===== src/rtl/smb_pkg.sv =====
package smb_pkg;
  typedef enum logic [2:0] {
    ST_IDLE,
    ST_ADDR,
    ST_CMD,
    ST_WDATA,
    ST_ACK,
    ST_RDATA,
    ST_RACK
  } smb_state_t;
endpackage


===== src/rtl/smb_line_sampler.sv =====
module smb_line_sampler (
  input  logic clk,
  input  logic rst,
  input  logic scl_i,
  input  logic sda_i,
  output logic scl_s,
  output logic sda_s,
  output logic scl_rise,
  output logic scl_fall,
  output logic start_evt,
  output logic stop_evt
);
  logic scl_q1, scl_q2, sda_q1, sda_q2;

  always_ff @(posedge clk) begin
    if (rst) begin
      scl_q1 <= 1'b1; scl_q2 <= 1'b1;
      sda_q1 <= 1'b1; sda_q2 <= 1'b1;
    end else begin
      scl_q1 <= scl_i; scl_q2 <= scl_q1;
      sda_q1 <= sda_i; sda_q2 <= sda_q1;
    end
  end

  assign scl_s     = scl_q1;
  assign sda_s     = sda_q1;
  assign scl_rise  = scl_q1 & ~scl_q2;
  assign scl_fall  = ~scl_q1 & scl_q2;
  assign start_evt = scl_q1 & scl_q2 & sda_q2 & ~sda_q1;
  assign stop_evt  = scl_q1 & scl_q2 & ~sda_q2 & sda_q1;
endmodule


===== src/rtl/smb_reg_array.sv =====
module smb_reg_array #(
  parameter int DW = 8,
  parameter int AW = 6
) (
  input  logic          clk,
  input  logic          we,
  input  logic [AW-1:0] addr,
  input  logic [DW-1:0] wdata,
  output logic [DW-1:0] rdata
);
  localparam int DEPTH = 2 ** AW;
  logic [DW-1:0] mem [DEPTH];

  always_ff @(posedge clk) begin
    if (we) mem[addr] <= wdata;
    rdata <= mem[addr];
  end
endmodule


===== src/rtl/smb_regbank_slave.sv =====
module smb_regbank_slave
  import smb_pkg::*;
#(
  parameter logic [6:0] SLV_ADDR = 7'h2C,
  parameter int         DW       = 8,
  parameter int         ADDR_W   = 6
) (
  input  logic clk,
  input  logic rst,
  input  logic scl_i,
  input  logic sda_i,
  output logic sda_oe
);
  localparam int              CW   = $clog2(DW + 1);
  localparam logic [CW-1:0]   BITS = CW'(DW);
  localparam logic [ADDR_W-1:0] LAST = {ADDR_W{1'b1}};

  logic scl_s, sda_s, scl_rise, scl_fall, start_evt, stop_evt;
  smb_state_t state, nxt;
  logic [CW-1:0]     cnt;
  logic [DW-1:0]     shreg, rd_data, tx_byte;
  logic [ADDR_W-1:0] ptr;
  logic wr_done, rd_over, m_ack, wr_en, do_load, quiet, byte_done;

  smb_line_sampler u_sampler (
    .clk(clk), .rst(rst), .scl_i(scl_i), .sda_i(sda_i),
    .scl_s(scl_s), .sda_s(sda_s), .scl_rise(scl_rise), .scl_fall(scl_fall),
    .start_evt(start_evt), .stop_evt(stop_evt)
  );

  smb_reg_array #(.DW(DW), .AW(ADDR_W)) u_bank (
    .clk(clk), .we(wr_en), .addr(ptr), .wdata(shreg), .rdata(rd_data)
  );

  always_comb begin
    quiet     = ~start_evt & ~stop_evt;
    byte_done = (cnt == BITS);
    wr_en     = quiet & (state == ST_WDATA) & scl_fall & byte_done & ~wr_done;
    do_load   = quiet & scl_fall &
                (((state == ST_ACK) & (nxt == ST_RDATA)) | ((state == ST_RACK) & m_ack));
    tx_byte   = rd_over ? '0 : rd_data;
  end

  always_ff @(posedge clk) begin
    if (rst) begin
      state <= ST_IDLE; nxt <= ST_IDLE; cnt <= '0; shreg <= '0;
      sda_oe <= 1'b0; ptr <= '0; wr_done <= 1'b0; rd_over <= 1'b0; m_ack <= 1'b0;
    end else if (start_evt) begin
      state <= ST_ADDR; cnt <= '0; sda_oe <= 1'b0;
      wr_done <= 1'b0; rd_over <= 1'b0;
    end else if (stop_evt) begin
      state <= ST_IDLE; sda_oe <= 1'b0;
    end else begin
      case (state)
        ST_ADDR, ST_CMD, ST_WDATA: begin
          if (scl_rise && !byte_done) begin
            shreg <= {shreg[DW-2:0], sda_s};
            cnt   <= cnt + 1'b1;
          end else if (scl_fall && byte_done) begin
            cnt <= '0;
            if (state == ST_ADDR) begin
              if (shreg[DW-1:1] == SLV_ADDR) begin
                sda_oe <= 1'b1; state <= ST_ACK;
                nxt    <= shreg[0] ? ST_RDATA : ST_CMD;
              end else begin
                state <= ST_IDLE;
              end
            end else if (state == ST_CMD) begin
              sda_oe <= 1'b1; state <= ST_ACK; nxt <= ST_WDATA;
              if (shreg[DW-1:ADDR_W] == '0) ptr <= shreg[ADDR_W-1:0];
            end else begin
              sda_oe <= 1'b1; state <= ST_ACK; nxt <= ST_WDATA;
              if (!wr_done) begin
                if (ptr == LAST) wr_done <= 1'b1;
                else             ptr     <= ptr + 1'b1;
              end
            end
          end
        end
        ST_ACK: begin
          if (scl_fall && nxt != ST_RDATA) begin
            sda_oe <= 1'b0; cnt <= '0; state <= nxt;
          end
        end
        ST_RDATA: begin
          if (scl_fall) begin
            if (byte_done) begin
              sda_oe <= 1'b0; state <= ST_RACK;
            end else begin
              shreg  <= {shreg[DW-2:0], 1'b0};
              sda_oe <= ~shreg[DW-2];
              cnt    <= cnt + 1'b1;
            end
          end
        end
        ST_RACK: begin
          if (scl_rise) m_ack <= ~sda_s;
          else if (scl_fall && !m_ack) state <= ST_IDLE;
        end
        default: ;
      endcase
      if (do_load) begin
        state  <= ST_RDATA;
        shreg  <= tx_byte;
        sda_oe <= ~tx_byte[DW-1];
        cnt    <= CW'(1);
        if (ptr == LAST) rd_over <= 1'b1;
        else             ptr     <= ptr + 1'b1;
      end
    end
  end
endmodule


===== config.mk =====
export PLATFORM = sky130hd
export DESIGN_NAME = smb_regbank_slave
export DESIGN_NICKNAME = d
export VERILOG_FILES = /design/src/rtl/smb_pkg.sv /design/src/rtl/smb_line_sampler.sv /design/src/rtl/smb_reg_array.sv /design/src/rtl/smb_regbank_slave.sv
export SDC_FILE = /design/constraint.sdc
export NUM_CORES = 1
export LEC_CHECK = 0
export BUFFER_PORTS_ARGS = -buffer_cell sky130_fd_sc_hd__buf_2
export CAP_MARGIN = 20
export CORE_ASPECT_RATIO = 1.25
export CORE_MARGIN = 2
export CORE_UTILIZATION = 45
export CTS_BUF_LIST = sky130_fd_sc_hd__clkbuf_8
export DETAILED_ROUTE_END_ITERATION = 10
export PLACE_DENSITY_LB_ADDON = 0.25
export SYNTH_ARGS = -nofsm -noshare
export SYNTH_HDL_FRONTEND = slang
export SYNTH_SLANG_ARGS = --single-unit

===== constraint.sdc =====
create_clock -name clk -period 3.8 [get_ports clk]
set_clock_uncertainty 0.15 [all_clocks]
set_input_delay 0.76 -clock clk [delete_from_list [all_inputs] [get_ports clk]]
set_output_delay 0.76 -clock clk [all_outputs]
set_load 0.05 [all_outputs]

=== Yosys cells after proc, flatten, opt, wreduce, memory -nomap -nowiden ===
Memories as Yosys holds them, arrays and structs flattened. A register that Yosys moved wholly into a read port is not among the register bits.
Index checks and enable logic that the tools add are counted.

* Div/mod/pow operators: 0
* Bitwise gates (word level): 29
* Multipliers: 0
* Shifts and indexed selects: 0
* Magnitude comparators: 0
* Add/subtract/negate cells: 2
* Reductions and logical operators: 27
* Equality and inequality tests: 37
* Muxes and demuxes: 52

{| class="wikitable"
|+ Operators with widths
! cell !! count
|-
| $mux W6 || 10
|-
| $mux W8 || 5
|-
| $mux W3 || 13
|-
| $reduce_and A6 Y1 || 5
|-
| $ne A5 B5 Y1 const B || 5
|-
| $mux W4 || 6
|-
| $ne A3 B3 Y1 const B || 8
|-
| $reduce_and A8 Y1 || 3
|-
| $and A1 B1 Y1 || 16
|-
| $pmux W8 S2 || 1
|-
| $mux W1 || 14
|-
| $eq A3 B3 Y1 const B || 4
|-
| $not A1 Y1 || 12
|-
| $pmux W3 S4 || 1
|-
| $pmux W4 S3 || 1
|-
| $ne A2 B2 Y1 const B || 5
|-
| $ne A5 B4 Y1 const B || 2
|-
| $ne A4 B4 Y1 const B || 2
|-
| $reduce_bool A4 Y1 || 2
|-
| $eq A7 B6 Y1 const B || 1
|-
| $reduce_bool A7 Y1 || 1
|-
| $add A6 B1 Y6 const B || 1
|-
| $eq A3 B2 Y1 const B || 2
|-
| $eq A6 B6 Y1 const B || 1
|-
| 18 further kinds || 26
|}

* Output and inout port bits: 1
* Bits in writable memories: 512
* Flip-flop bits (word level): 32
* Memories: 1
* Latch bits: 0
* Word-level logic and storage cells: 163
* Input port bits: 4
* Memory bits (read-only): 0

{| class="wikitable"
|+ Memories
! name !! depth !! bits a word !! rd ports !! clocked after Yosys merged registers in !! wr ports !! line !! source
|-
| u_bank.mem || 64 || 8 || 1 || 1 || 1 || smb_reg_array.sv:12 || <nowiki>logic [DW-1:0] mem [DEPTH];</nowiki>
|}

=== Longest topological paths before layout ===
* Depth after elaboration: 11
* Mapped depth: 10
* Depth with buffers taken out: 7

=== Modules after synthesis ===
From an unflattened synthesis, not the netlist that was laid out.

* Cells, all modules: 1441
* Area total of the unflattened synthesis: 22250.1 um2

{| class="wikitable"
|+ By module, submodules not included
! module !! seq. area each (um2) !! area an instance (um2) !! cells an instance !! times used
|-
| smb_reg_array || 15534.9 || 20002.9 || 1170 || 1
|-
| smb_regbank_slave || 560.5 || 2109.5 || 259 || 1
|-
| smb_line_sampler || 80.1 || 137.6 || 12 || 1
|}

=== Worst setup path before layout ===
Ideal clock, no wire load.

* Path type: reg2reg
* Start point: register cnt[0]
* End point: memory u_bank.mem[12][0], enable pin
* Period minus slack after synthesis: 2.540 ns
* Buffers on the path: 0
* Arrival time: 2.020 ns
* Setup slack: 1.260 ns
* Setup time: 0.370 ns
* Stages on the path, launching flop included: 8
* Cell sequence: dfxtp_1 -> inv_1 -> ha_1 -> nand3b_1 -> nor4_2 -> and2_1 -> nand2_1 -> nor2_1

* Word-level cells in the longest chain between the ends: 5

{| class="wikitable"
|+ Ends and longest elaborated chain
! what !! line !! source
|-
| start: declaration || smb_regbank_slave.sv:20 || <nowiki>logic [CW-1:0] cnt;</nowiki>
|-
| start signal: assignment || smb_regbank_slave.sv:58 || <nowiki>cnt <= cnt + 1'b1;</nowiki>
|-
| start signal: assignment || smb_regbank_slave.sv:92 || <nowiki>cnt <= cnt + 1'b1;</nowiki>
|-
| $eq A4 B4 Y1 || smb_regbank_slave.sv:37 || <nowiki>byte_done = (cnt == BITS);</nowiki>
|-
| $and A1 B1 Y1 (2 in a row) || smb_regbank_slave.sv:38 || <nowiki>wr_en = quiet & (state == ST_WDATA) & scl_fall & byte_done & ~wr_done;</nowiki>
|-
| $mux W1 || smb_reg_array.sv:15 || <nowiki>if (we) mem[addr] <= wdata;</nowiki>
|-
| $mux W1 (not written as such) || smb_reg_array.sv:15 ||
|-
| end: declaration || smb_reg_array.sv:12 ||
|}

Every way passes these cells.

==> results.md <==
- Worst slew margin relative to its limit: 0.2693
- Number of sinks handled by clock tree synthesis: 552
- First-pass GRT wire length: 89,050 microns
- Endpoint kind of the worst setup timing path: register
- Number of antenna violations at the first check in global routing: 1
- Boundary pin count: 5
- NumNets Final: 1,504
- Slowest Stage Delay on Critical Path: 1000 ps
- Routed Wire Length: 60,700 microns
- Top_reg_cell synth: sky130_fd_sc_hd__edfxtp_1
- Residual DRC count: 0
- Maximum fanout count along the critical path: 65
- Flop and latch count out of synthesis: 552
- Number of standard-cell rows in the floorplan: 91
- Post-synthesis cell count: 1,360
- Detailed-route via count: 13,440
- Library cell contributing the largest single delay on the critical path: sky130_fd_sc_hd__dfxtp_4
- Cell area after synthesis: 22,400 sq um
- Weighted congestion at the end of routability-driven global placement: 0.9093
- Sequential share of power: 0.580
- Final count of pins violating max slew: 0
- Layout area overhead: 13.29%
- Number of buffers created by CTS: 85
- Switching component of the power: 0.002340 W
- Core area: 49,300 sq um
- Minimum clock period: 3087 ps
- Cells along the critical path: buf_4, mux2_2, a22oi_1, mux2i_1, o21ai_0, nand4_1
- Peak supply drop: 0.0001894 V
- X dimension of the die: 203.6 microns
- Pin count of the biggest net entering global routing: 68
- Global-route total usage across every layer: 0.2379
- Worst R2R End: u_bank.rdata[6]
- Resized cells post-CTS: 0
- Reg-to-reg startpoint: ptr[2]
- Hpwl dp: 38,340 microns
- Slack of the critical path: 712.6 ps
- Initial core utilization: 0.4543
- Static power due to leakage: 8.387 nW
- Count of cell types in the netlist: 77
- IO Port Bufs: 4
- Total power per unit cell area: 445.8 nW/um^2
- ANT nets after route: 0
- Die outline height: 253.4 microns
- Required time reported for the critical path endpoint: 4150 ps
- Worst setup slack for register-to-register paths: 710 ps
- Switching part of the total power: 0.2069
- Final setup TNS: 0 ps
- Launching instance or port of the critical path: ptr[2]
- Number of instances on the worst hold path: 2
- DRT Pass-1 Iters: 5
- Maximum operating frequency: 323.9 MHz
- RSZ-0062 raised after global routing: false
- Sequential cell area fraction in the yosys report: 0.7222
- Fraction of layout instances using a drive strength above 1: 0.2428
- Kind of critical path: register to register
- Fraction of the cycle the final worst path needs: 0.8125
- CTS root buf: sky130_fd_sc_hd__clkbuf_8
- Post-Layout Inst Area: 25,380 sq um
- Area after detailed placement: 23,820 sq um
- Kind of launch point of the worst setup path: register
- Average cell area after synthesis: 16.47 sq um
- Vias per std cell: 6.084
- Combinational cell fraction of total power: 0.010
- Area of the die: 51,590 sq um
- Deepest level of the CTS H-tree: 3
- Least-Margin Pin Slew: 1094 ps
- Net count after synthesis: 1,367
- Type of the most critical hold path: input pin to register
- Int Pwr: 0.008972 W
- Insertion delay to the later sink of the worst-skew pair: 670 ps
- Routed wire per std cell: 27.48 microns
- Total overflow reported by the global router: 0
- Status: finished, final reports clean
- CTS tree: done
- Iteration-0 DRC Markers: 1,664
- Inst Count DP: 2,061
- Number of failing setup endpoints in the final timing report: 0
- Data arrival time of the critical path: 3430 ps
- Deepest clock path buffer count: 3
- Async set-or-reset flop fraction in the synthesized netlist: 0
- Number of warnings issued by yosys: 0
- Final hold violation count: 0
- Number of enable-type register cells in the synthesized netlist: 512
- Register-to-Register Path Depth: 6
- Post-placement worst setup slack: 780.8 ps
- Via count of the first global-routing pass: 13,580
- Clk pin slew, worst setup/hold paths: 60 ps
- Clock group share of total power: 0.410
- Last element of the critical path: u_bank.rdata[6]
- Number of standard cells in the final layout excluding fillers: 2,209
- Max-cap violation count: 0
- Postcts setup bufs: 0
- # hold bufs at CTS: 0
==> placed cells by master (no fill, tap or decap), types with 15 or more instances in the layout <==
cell type,netlist,layout
sky130_fd_sc_hd__edfxtp_1,512,512
sky130_fd_sc_hd__buf_4,8,133
sky130_fd_sc_hd__nor2_1,103,103
sky130_fd_sc_hd__clkbuf_8,0,87
sky130_fd_sc_hd__nand2_1,60,60
sky130_fd_sc_hd__mux4_2,58,58
sky130_fd_sc_hd__mux2_2,53,53
sky130_fd_sc_hd__a21oi_1,48,48
sky130_fd_sc_hd__a22oi_1,42,42
sky130_fd_sc_hd__inv_1,14,41
sky130_fd_sc_hd__a221oi_1,32,32
sky130_fd_sc_hd__mux2i_1,30,30
sky130_fd_sc_hd__o21ai_0,29,29
sky130_fd_sc_hd__dfxtp_1,40,29
sky130_fd_sc_hd__nand3_1,22,22
sky130_fd_sc_hd__clkinv_1,0,21
sky130_fd_sc_hd__a211oi_1,15,15
==> power by group through the flow <==
stage,Sequential (W),Combinational [W],Clock (W)
after global routing,0.00656,0.000116,0.00498
after global placement,0.00669,0.000105,0
after CTS,0.00656,0.000107,0.00471
final,0.00657,0.000108,0.00464
after floorplan,0.00669,0.0000703,0
after detailed placement,0.00669,0.000106,0
==> Yosys cell counts, types with 28 or more instances <==
master,number,area share
sky130_fd_sc_hd__a21oi_1,48,0.011
sky130_fd_sc_hd__a221oi_1,32,0.013
sky130_fd_sc_hd__a22oi_1,42,0.014
sky130_fd_sc_hd__buf_2,28,0.0063
sky130_fd_sc_hd__clkbuf_1,40,0.0067
sky130_fd_sc_hd__dfxtp_1,40,0.036
sky130_fd_sc_hd__edfxtp_1,512,0.69
sky130_fd_sc_hd__mux2_2,53,0.027
sky130_fd_sc_hd__mux2i_1,30,0.013
sky130_fd_sc_hd__mux4_2,58,0.058
sky130_fd_sc_hd__nand2_1,60,0.010
sky130_fd_sc_hd__nor2_1,103,0.017
sky130_fd_sc_hd__o21ai_0,29,0.0065
==> logic make-up after synthesis <==
| family | share of synthesized area |
|---|---|
| AO/OA/AOI/OAI | 0.08295 |
| XOR/XNOR | 0.0007822 |
| adder cells (fa/ha/maj) | 0.001676 |
| buffers and inverters | 0.02335 |
| flip-flops | 0.7222 |
| multiplexers | 0.1024 |
| AND/OR/NAND/NOR | 0.06670 |
==> registers in the layout, indices dropped and copies added (netlist names) <==
register and cells:
shreg 8, cnt 4, u_sampler.sda_s 1, sda_oe 1, u_sampler.scl_s 1, state 3, u_bank.rdata 8, u_sampler.scl_q2 1
ptr 6, nxt 3, u_bank.mem 512, m_ack 1, wr_done 1, u_sampler.sda_q2 1, rd_over 1
==> worst min path at each step <==
stage | from | to | slack (ps)
floorplan | nxt[2] | nxt[2] | 310
global placement | cnt[3] | cnt[3] | 330
detailed placement | nxt[2] | nxt[2] | 350
CTS | scl_i | u_sampler.scl_s | 130
global route | sda_i | u_sampler.sda_s | 140
finish | scl_i | u_sampler.scl_s | 140
==> routing by layer <==
layer	track usage	vias to the layer above	share of wire
met5	0	-	0
met4	0.1197	0	0.045
met3	0.03372	129	0.069
met2	0.3959	650	0.50
met1	0.3060	6909	0.39
li1	-	5752	-
==> cell type report <==
class                      count  area (sq um)
inverter                      14         52.55
antenna                        1         2.502
clock buffer                  87          1197
fill                        4072         23930
sequential                   552         16200
clock inverter                60         352.8
tap                          651         814.5
multi-input combinational    705          5700
timing repair buffer         139          1059
==> critical path: cells and delay by family (launching register included) <==
kind,cells,cell delay [ps]
buffers and inverters,1,420
AND/OR/NAND/NOR,1,170
AO/OA/AOI/OAI,2,630
flip-flops,1,1000
multiplexers,2,540
==> through the flow <==
| stage | utilization | hold slack (ps) | power (W) |
|---|---|---|---|
| 6_report | 0.5147 | 144.8 | 0.01131 |
| 4_1_cts | 0.5147 | 125.8 | 0.01138 |
| 3_3_place_gp | 0.4832 | 326.5 | 0.006797 |
| 5_1_grt | 0.5147 | 135.9 | 0.01165 |
| 2_1_floorplan | - | 307.8 | 0.006760 |
| 3_5_place_dp | 0.4832 | 345.4 | 0.006799 |
Power figures use the tool's default switching activity.
